### src/rtl/spu_pkg.sv
package spu_pkg;
    typedef enum logic [1:0] {
        PH_IDLE    = 2'd0,
        PH_SAVE_HI = 2'd1,
        PH_LOAD_LO = 2'd2
    } phase_e;
endpackage

### src/rtl/spu_stepper.sv
module spu_stepper #(
    parameter int W = 16
) (
    input  logic [W-1:0] sp_i,
    output logic [W-1:0] inc_o,
    output logic [W-1:0] dec_o
);
    localparam logic [W-1:0] ONE = W'(1);

    // both neighbours are always available; the sequencer picks one
    always_comb begin
        inc_o = sp_i + ONE;
        dec_o = sp_i - ONE;
    end
endmodule

### src/rtl/spu_io_port.sv
module spu_io_port #(
    parameter int W = 16
) (
    input  logic [W-1:0] sp_i,
    input  logic         sel_i,
    input  logic [7:0]   wdata_i,
    output logic [7:0]   rdata_o,
    output logic [W-1:0] wr_val_o
);
    generate
        if (W > 8) begin : g_has_hi
            localparam int HB = W - 8;
            logic [7:0] hi_ext;
            always_comb begin
                hi_ext   = 8'(sp_i[W-1:8]);
                rdata_o  = sel_i ? hi_ext : sp_i[7:0];
                wr_val_o = sel_i ? {wdata_i[HB-1:0], sp_i[7:0]}
                                 : {sp_i[W-1:8], wdata_i};
            end
        end else begin : g_no_hi
            always_comb begin
                rdata_o  = sel_i ? 8'h00 : sp_i[7:0];
                wr_val_o = sel_i ? sp_i : W'(wdata_i);
            end
        end
    endgenerate
endmodule

### src/rtl/stack_ptr_unit.sv
module stack_ptr_unit
    import spu_pkg::*;
#(
    parameter int PTR_BITS = 16
) (
    input  logic                clk,
    input  logic                rst_n,
    input  logic                ev_push,
    input  logic                ev_pop,
    input  logic                ev_call,
    input  logic                ev_ret,
    input  logic [7:0]          push_data,
    input  logic [15:0]         ret_addr,
    input  logic                io_we,
    input  logic                io_sel,
    input  logic [7:0]          io_wdata,
    output logic [7:0]          io_rdata,
    output logic [PTR_BITS-1:0] mem_addr,
    output logic                mem_we,
    output logic                mem_re,
    output logic [7:0]          mem_wdata,
    output logic                busy
);
    localparam int W = PTR_BITS;
    localparam logic [7:0] HI_KEEP = (W >= 16) ? 8'hFF : 8'((1 << (W - 8)) - 1);

    typedef struct packed {
        logic [W-1:0] sp;
        phase_e       ph;
        logic [7:0]   hi;
    } state_t;

    state_t       st_d, st_q;
    logic [W-1:0] sp_inc, sp_dec, sw_val;
    logic         go_down, go_up, use_inc;

    spu_stepper #(.W(W)) u_step (
        .sp_i (st_q.sp),
        .inc_o(sp_inc),
        .dec_o(sp_dec)
    );

    spu_io_port #(.W(W)) u_io (
        .sp_i    (st_q.sp),
        .sel_i   (io_sel),
        .wdata_i (io_wdata),
        .rdata_o (io_rdata),
        .wr_val_o(sw_val)
    );

    always_comb begin
        st_d      = st_q;
        go_down   = 1'b0;
        go_up     = 1'b0;
        use_inc   = 1'b0;
        mem_we    = 1'b0;
        mem_re    = 1'b0;
        mem_wdata = 8'h00;
        case (st_q.ph)
            PH_SAVE_HI: begin
                mem_we    = 1'b1;
                mem_wdata = st_q.hi;
                go_down   = 1'b1;
                st_d.ph   = PH_IDLE;
            end
            PH_LOAD_LO: begin
                mem_re  = 1'b1;
                use_inc = 1'b1;
                go_up   = 1'b1;
                st_d.ph = PH_IDLE;
            end
            default: begin
                if (ev_call) begin
                    mem_we    = 1'b1;
                    mem_wdata = ret_addr[7:0];
                    go_down   = 1'b1;
                    st_d.ph   = PH_SAVE_HI;
                    st_d.hi   = ret_addr[15:8];
                end else if (ev_ret) begin
                    mem_re  = 1'b1;
                    use_inc = 1'b1;
                    go_up   = 1'b1;
                    st_d.ph = PH_LOAD_LO;
                end else if (ev_push) begin
                    mem_we    = 1'b1;
                    mem_wdata = push_data;
                    go_down   = 1'b1;
                end else if (ev_pop) begin
                    mem_re  = 1'b1;
                    use_inc = 1'b1;
                    go_up   = 1'b1;
                end
            end
        endcase
        mem_addr = use_inc ? sp_inc : st_q.sp;
        if (io_we)        st_d.sp = sw_val;
        else if (go_down) st_d.sp = sp_dec;
        else if (go_up)   st_d.sp = sp_inc;
        busy = (st_q.ph != PH_IDLE);
    end

    always_ff @(posedge clk or negedge rst_n) begin
        if (!rst_n) begin
            st_q.sp <= '0;
            st_q.ph <= PH_IDLE;
            st_q.hi <= 8'h00;
        end else begin
            st_q <= st_d;
        end
    end

    // strobes exclusive
    p_strobe_excl_r10: assert property (@(posedge clk) disable iff (!rst_n)
        !(mem_we && mem_re));
    // second cycle lasts one cycle only
    p_busy_single_r4: assert property (@(posedge clk) disable iff (!rst_n)
        busy |=> !busy);
    p_push_step_r2: assert property (@(posedge clk) disable iff (!rst_n)
        (!busy && ev_push && !ev_call && !ev_ret && !io_we)
        |=> (st_q.sp == $past(st_q.sp) - 1'b1));
    p_pop_step_r3: assert property (@(posedge clk) disable iff (!rst_n)
        (!busy && ev_pop && !ev_push && !ev_call && !ev_ret && !io_we)
        |=> (st_q.sp == $past(st_q.sp) + 1'b1));
    p_save_hi_r4: assert property (@(posedge clk) disable iff (!rst_n)
        (!busy && ev_call && !io_we)
        |=> (busy && mem_we && mem_addr == $past(mem_addr) - 1'b1));
    p_load_lo_r5: assert property (@(posedge clk) disable iff (!rst_n)
        (!busy && ev_ret && !ev_call && !io_we)
        |=> (busy && mem_re && mem_addr == $past(mem_addr) + 1'b1));
    p_hi_zero_r7: assert property (@(posedge clk) disable iff (!rst_n)
        io_sel |-> ((io_rdata & ~HI_KEEP) == 8'h00));
    p_sw_wins_r9: assert property (@(posedge clk) disable iff (!rst_n)
        (io_we && !io_sel) |=> (st_q.sp[7:0] == $past(io_wdata)));
endmodule

### config.mk
export PLATFORM = sky130hd
export DESIGN_NAME = stack_ptr_unit
export DESIGN_NICKNAME = d
export VERILOG_FILES = /design/src/rtl/spu_pkg.sv /design/src/rtl/spu_stepper.sv /design/src/rtl/spu_io_port.sv /design/src/rtl/stack_ptr_unit.sv
export SDC_FILE = /design/constraint.sdc
export NUM_CORES = 1
export LEC_CHECK = 0
export BUFFER_PORTS_ARGS = -buffer_cell sky130_fd_sc_hd__buf_2
export CORE_UTILIZATION = 35
export CTS_CLUSTER_DIAMETER = 50
export DETAILED_ROUTE_END_ITERATION = 8
export GPL_TIMING_DRIVEN = 1
export PLACE_DENSITY = 0.63
export RECOVER_POWER = 25
export SLEW_MARGIN = 30
export SYNTH_ARGS = -nofsm -noshare
export SYNTH_HDL_FRONTEND = slang
export SYNTH_SLANG_ARGS = --single-unit
### constraint.sdc
create_clock -name clk -period 2.04 [get_ports clk]
set_input_delay 0.204 -clock clk [delete_from_list [all_inputs] [get_ports clk]]
set_output_delay 0.204 -clock clk [all_outputs]
set_load 0.01 [all_outputs]
==> reports/qor.txt <==
Share of the synthesized area in the top cell type - 0.270
Synthesized area - 2410 µm²
Total Nets Final - 443
DR WL/cell - 16.8 µm
Met3 Use GR - 0.0282
Max reg flops - 26
Internal Power - 0.00308 W
Mapped Nets - 325
WS Path Type - reg2out
NetSw - 0.00256 W
Final Cycle Share - 1.16
Unique masters post-synth - 59
Htree depth - 1
Largest family of logic cells by synthesized area - simple AND/OR/NAND/NOR gates
Startpoint types - flop
RSZ-0062 raised after global routing - yes
Setup violations, final - 42
Final HPWL from detailed placement - 5.36 mm
Die footprint - 7210 µm²
Register area share after synthesis - 0.270
Xor and xnor area share after synthesis - 0.0691
Most flop-heavy register - st_q
Largest net degree at the start of global routing - 27
Min-Delay Startpoint - ret_addr[15]
Synth-to-Final Area Change - 53.3%
Rows - 29
Post-layout util - 0.568
IO Count - 75
Post-synthesis simple-gate area fraction - 0.251
Crit path capture type - primary output
Number of global-route vias before repair - 2579
Pwr per Cell Area - 1530 nW/µm²
Placed cell area - 3080 µm²
TritonRoute pass-1 iters - 9
Gpl congestion - 0.820
Mux contribution to synthesized area - 0.122
Clk_lat worst skew - 0.28 ns
# diodes - 0
EDFF count, synth - 0
Most common cell in the netlist - dfrtp_1
DRT iter0 DRCs - 231
WL final - 7.99 mm
Slew margin rel. - 0.532
Initial antenna violation count - 0
Top cells by area, synth - dfrtp_1 (27%), mux2_2 (8.4%), xnor2_1 (4.4%)
First-pass GRT wire length - 13.0 mm
Grt met1 use - 0.299
Mapped Cells - 280
Outcome - finished with violations
CP required - 1.84 ns
Clock root buffer master - clkbuf_8
Die W - 84.9 µm
Met2 Use GR - 0.370
CTS tree - done
Initial Util - 0.371
Async SR Flop Fraction - 1.00
Final ANT Viol Nets - 0
Synth Area in Adders - 0.0260
CTS max path bufs - 2
CP startpoint - st_q[8]$_DFFE_PN0P_
Max Transition Viols Final - 0
DR vias/cell - 5.68
Sw Share - 0.454
Flop pwr share - 0.179
Violated checks - DRC, setup timing
Share of cells above drive strength 1 - 0.549
Design Area, Final - 3690 µm²
Die Y-Extent - 84.9 µm
Clock Power Share - 0.063
Hold Vio Cnt, Final - 0
Largest area contributor in the netlist - dfrtp_1
Residual DRC - 8
Top FF cell, synth - dfrtp_1
Maxcap violations - 0
Max VDD drop - 0.890 mV
Final min period - 2.36 ns
Combinational share of power - 0.758
R2R Path Start - st_q[8]$_DFFE_PN0P_
Post-synth top cells - dfrtp_1 (26), nand2_1 (24), inv_1 (18), mux2_2 (18), nor2_1 (17)
Worst Tran Pin Value - 0.702 ns
CTS Buf Count - 3
Residual overflow from global routing - 0
Core footprint - 6490 µm²
CTS sink cnt - 26
Crit path max fanout - 7
Worst Skew - 0.00634 ns
Top flop regs - st_q x26
CP Data Arrival Time - 2.16 ns
Reg clk slew, reported paths - 0.09 ns
Min-delay worst type - in2reg
Syn Area/Cell - 8.60 µm²
Synthesized flop and latch total - 26
Tot GR Track Use - 0.224
Yosys Warn Count - 0
Grt peak-use layer - met2
Compound-gate portion of the synthesized area - 0.174
Port bufs - 74
LEAKAGE - 1.69 nW
Final setup margin - -0.325 ns
Vias - 2690
F_max - 0.423 GHz
## final timing paths
kind | slack, ns | endpoint | cells after the start
max | -0.32 | mem_addr[12] | 8
min | 0.15 | st_q[7]$_DFFE_PN0P_ | 2
max reg2reg | -0.19 | st_q[17]$_DFFE_PN0P_ | 10
min reg2reg | 0.51 | st_q[6]$_DFFE_PN0P_ | 1
max in group asynchronous | 1.06 | st_q[10]$_DFFE_PN0P_ | 2
min in group asynchronous | 0.48 | st_q[19]$_DFFE_PN0P_ | 2
## worst max-delay path, cell delays in order (launching register included)
cell	delay, ns
dfrtp_1	0.38
inv_2	0.06
ha_4	0.30
nor2b_2	0.07
a211o_4	0.38
and4bb_2	0.35
xnor2_2	0.14
inv_1	0.05
buf_2	0.13
## stage by stage
stage	hold WS [ns]	TNS [ns]	worst slack (ns)	power, W	cells
6_report	0.153	-6.57	-0.325	0.00564	474
5_1_grt	0.145	-10.20	-0.383	0.00602	474
4_1_cts	0.147	-6.49	-0.297	0.00499	464
3_5_place_dp	0.266	-3.57	-0.228	0.00396	446
3_3_place_gp	0.265	-1.89	-0.118	0.00392	446
2_1_floorplan	-0.0916	-0.0857	-0.0341	0.00282	280
## placed cells by master, fill, tap and decap left out, types with 4 or more instances in the layout
| master | count |
|---|---|
| mux2i_1 | 8 |
| clkbuf_8 | 4 |
| nor3_1 | 6 |
| a222oi_1 | 8 |
| o22ai_1 | 5 |
| inv_1 | 15 |
| nand2_1 | 21 |
| xnor2_1 | 8 |
| nor3_4 | 5 |
| o21ai_1 | 4 |
| xnor2_2 | 4 |
| dfrtp_1 | 24 |
| nand2b_1 | 5 |
| buf_2 | 69 |
| nor2_1 | 13 |
| xor2_1 | 7 |
| o21ai_0 | 5 |
| buf_4 | 51 |
| mux2_2 | 17 |
| nor3_2 | 4 |
| nand4_1 | 4 |
| buf_6 | 16 |
| nand3_1 | 8 |
## logic make-up (layout without fill, tap and decap cells)
kind of cell | after synthesis | in the layout
simple gates | 106 | 106
compound gates | 52 | 53
buf+inv | 45 | 161
mux | 27 | 27
flops | 26 | 26
xor+xnor | 19 | 19
fa+ha+maj | 5 | 5
## cell type report
class	instances	area, µm²
multi-input cells	210	1880
flip-flops and latches	26	653
inverters	19	80.1
clock buffers	4	55.1
repair buffers	138	923
fillers	560	2800
well taps	77	96.3
## power groups by stage
stage	Sequential [W]	Clock, W	Combinational [W]
3_5_place_dp	0.000993	0	0.00296
2_1_floorplan	0.000861	0	0.00196
3_3_place_gp	0.000987	0	0.00293
4_1_cts	0.000993	0.000365	0.00364
5_1_grt	0.00104	0.000383	0.00459
6_report	0.00101	0.000354	0.00427
## routing by layer
| layer | vias up | wire length [µm] |
|---|---|---|
| met5 | - | 0 |
| met4 | 0 | 163 |
| met3 | 20 | 543 |
| met2 | 144 | 3820 |
| met1 | 1272 | 3460 |
| li1 | 1254 | - |
## timing repair
item,4_1_cts,5_1_grt
hold buffers,1,0
buffers inserted,12,11
endpoints found under the setup margin,39,42
resized for setup,44,37
gates cloned,1,0
endpoints found under the hold margin,26,0
pin swaps,32,27
Power figures use the tool's default switching activity.
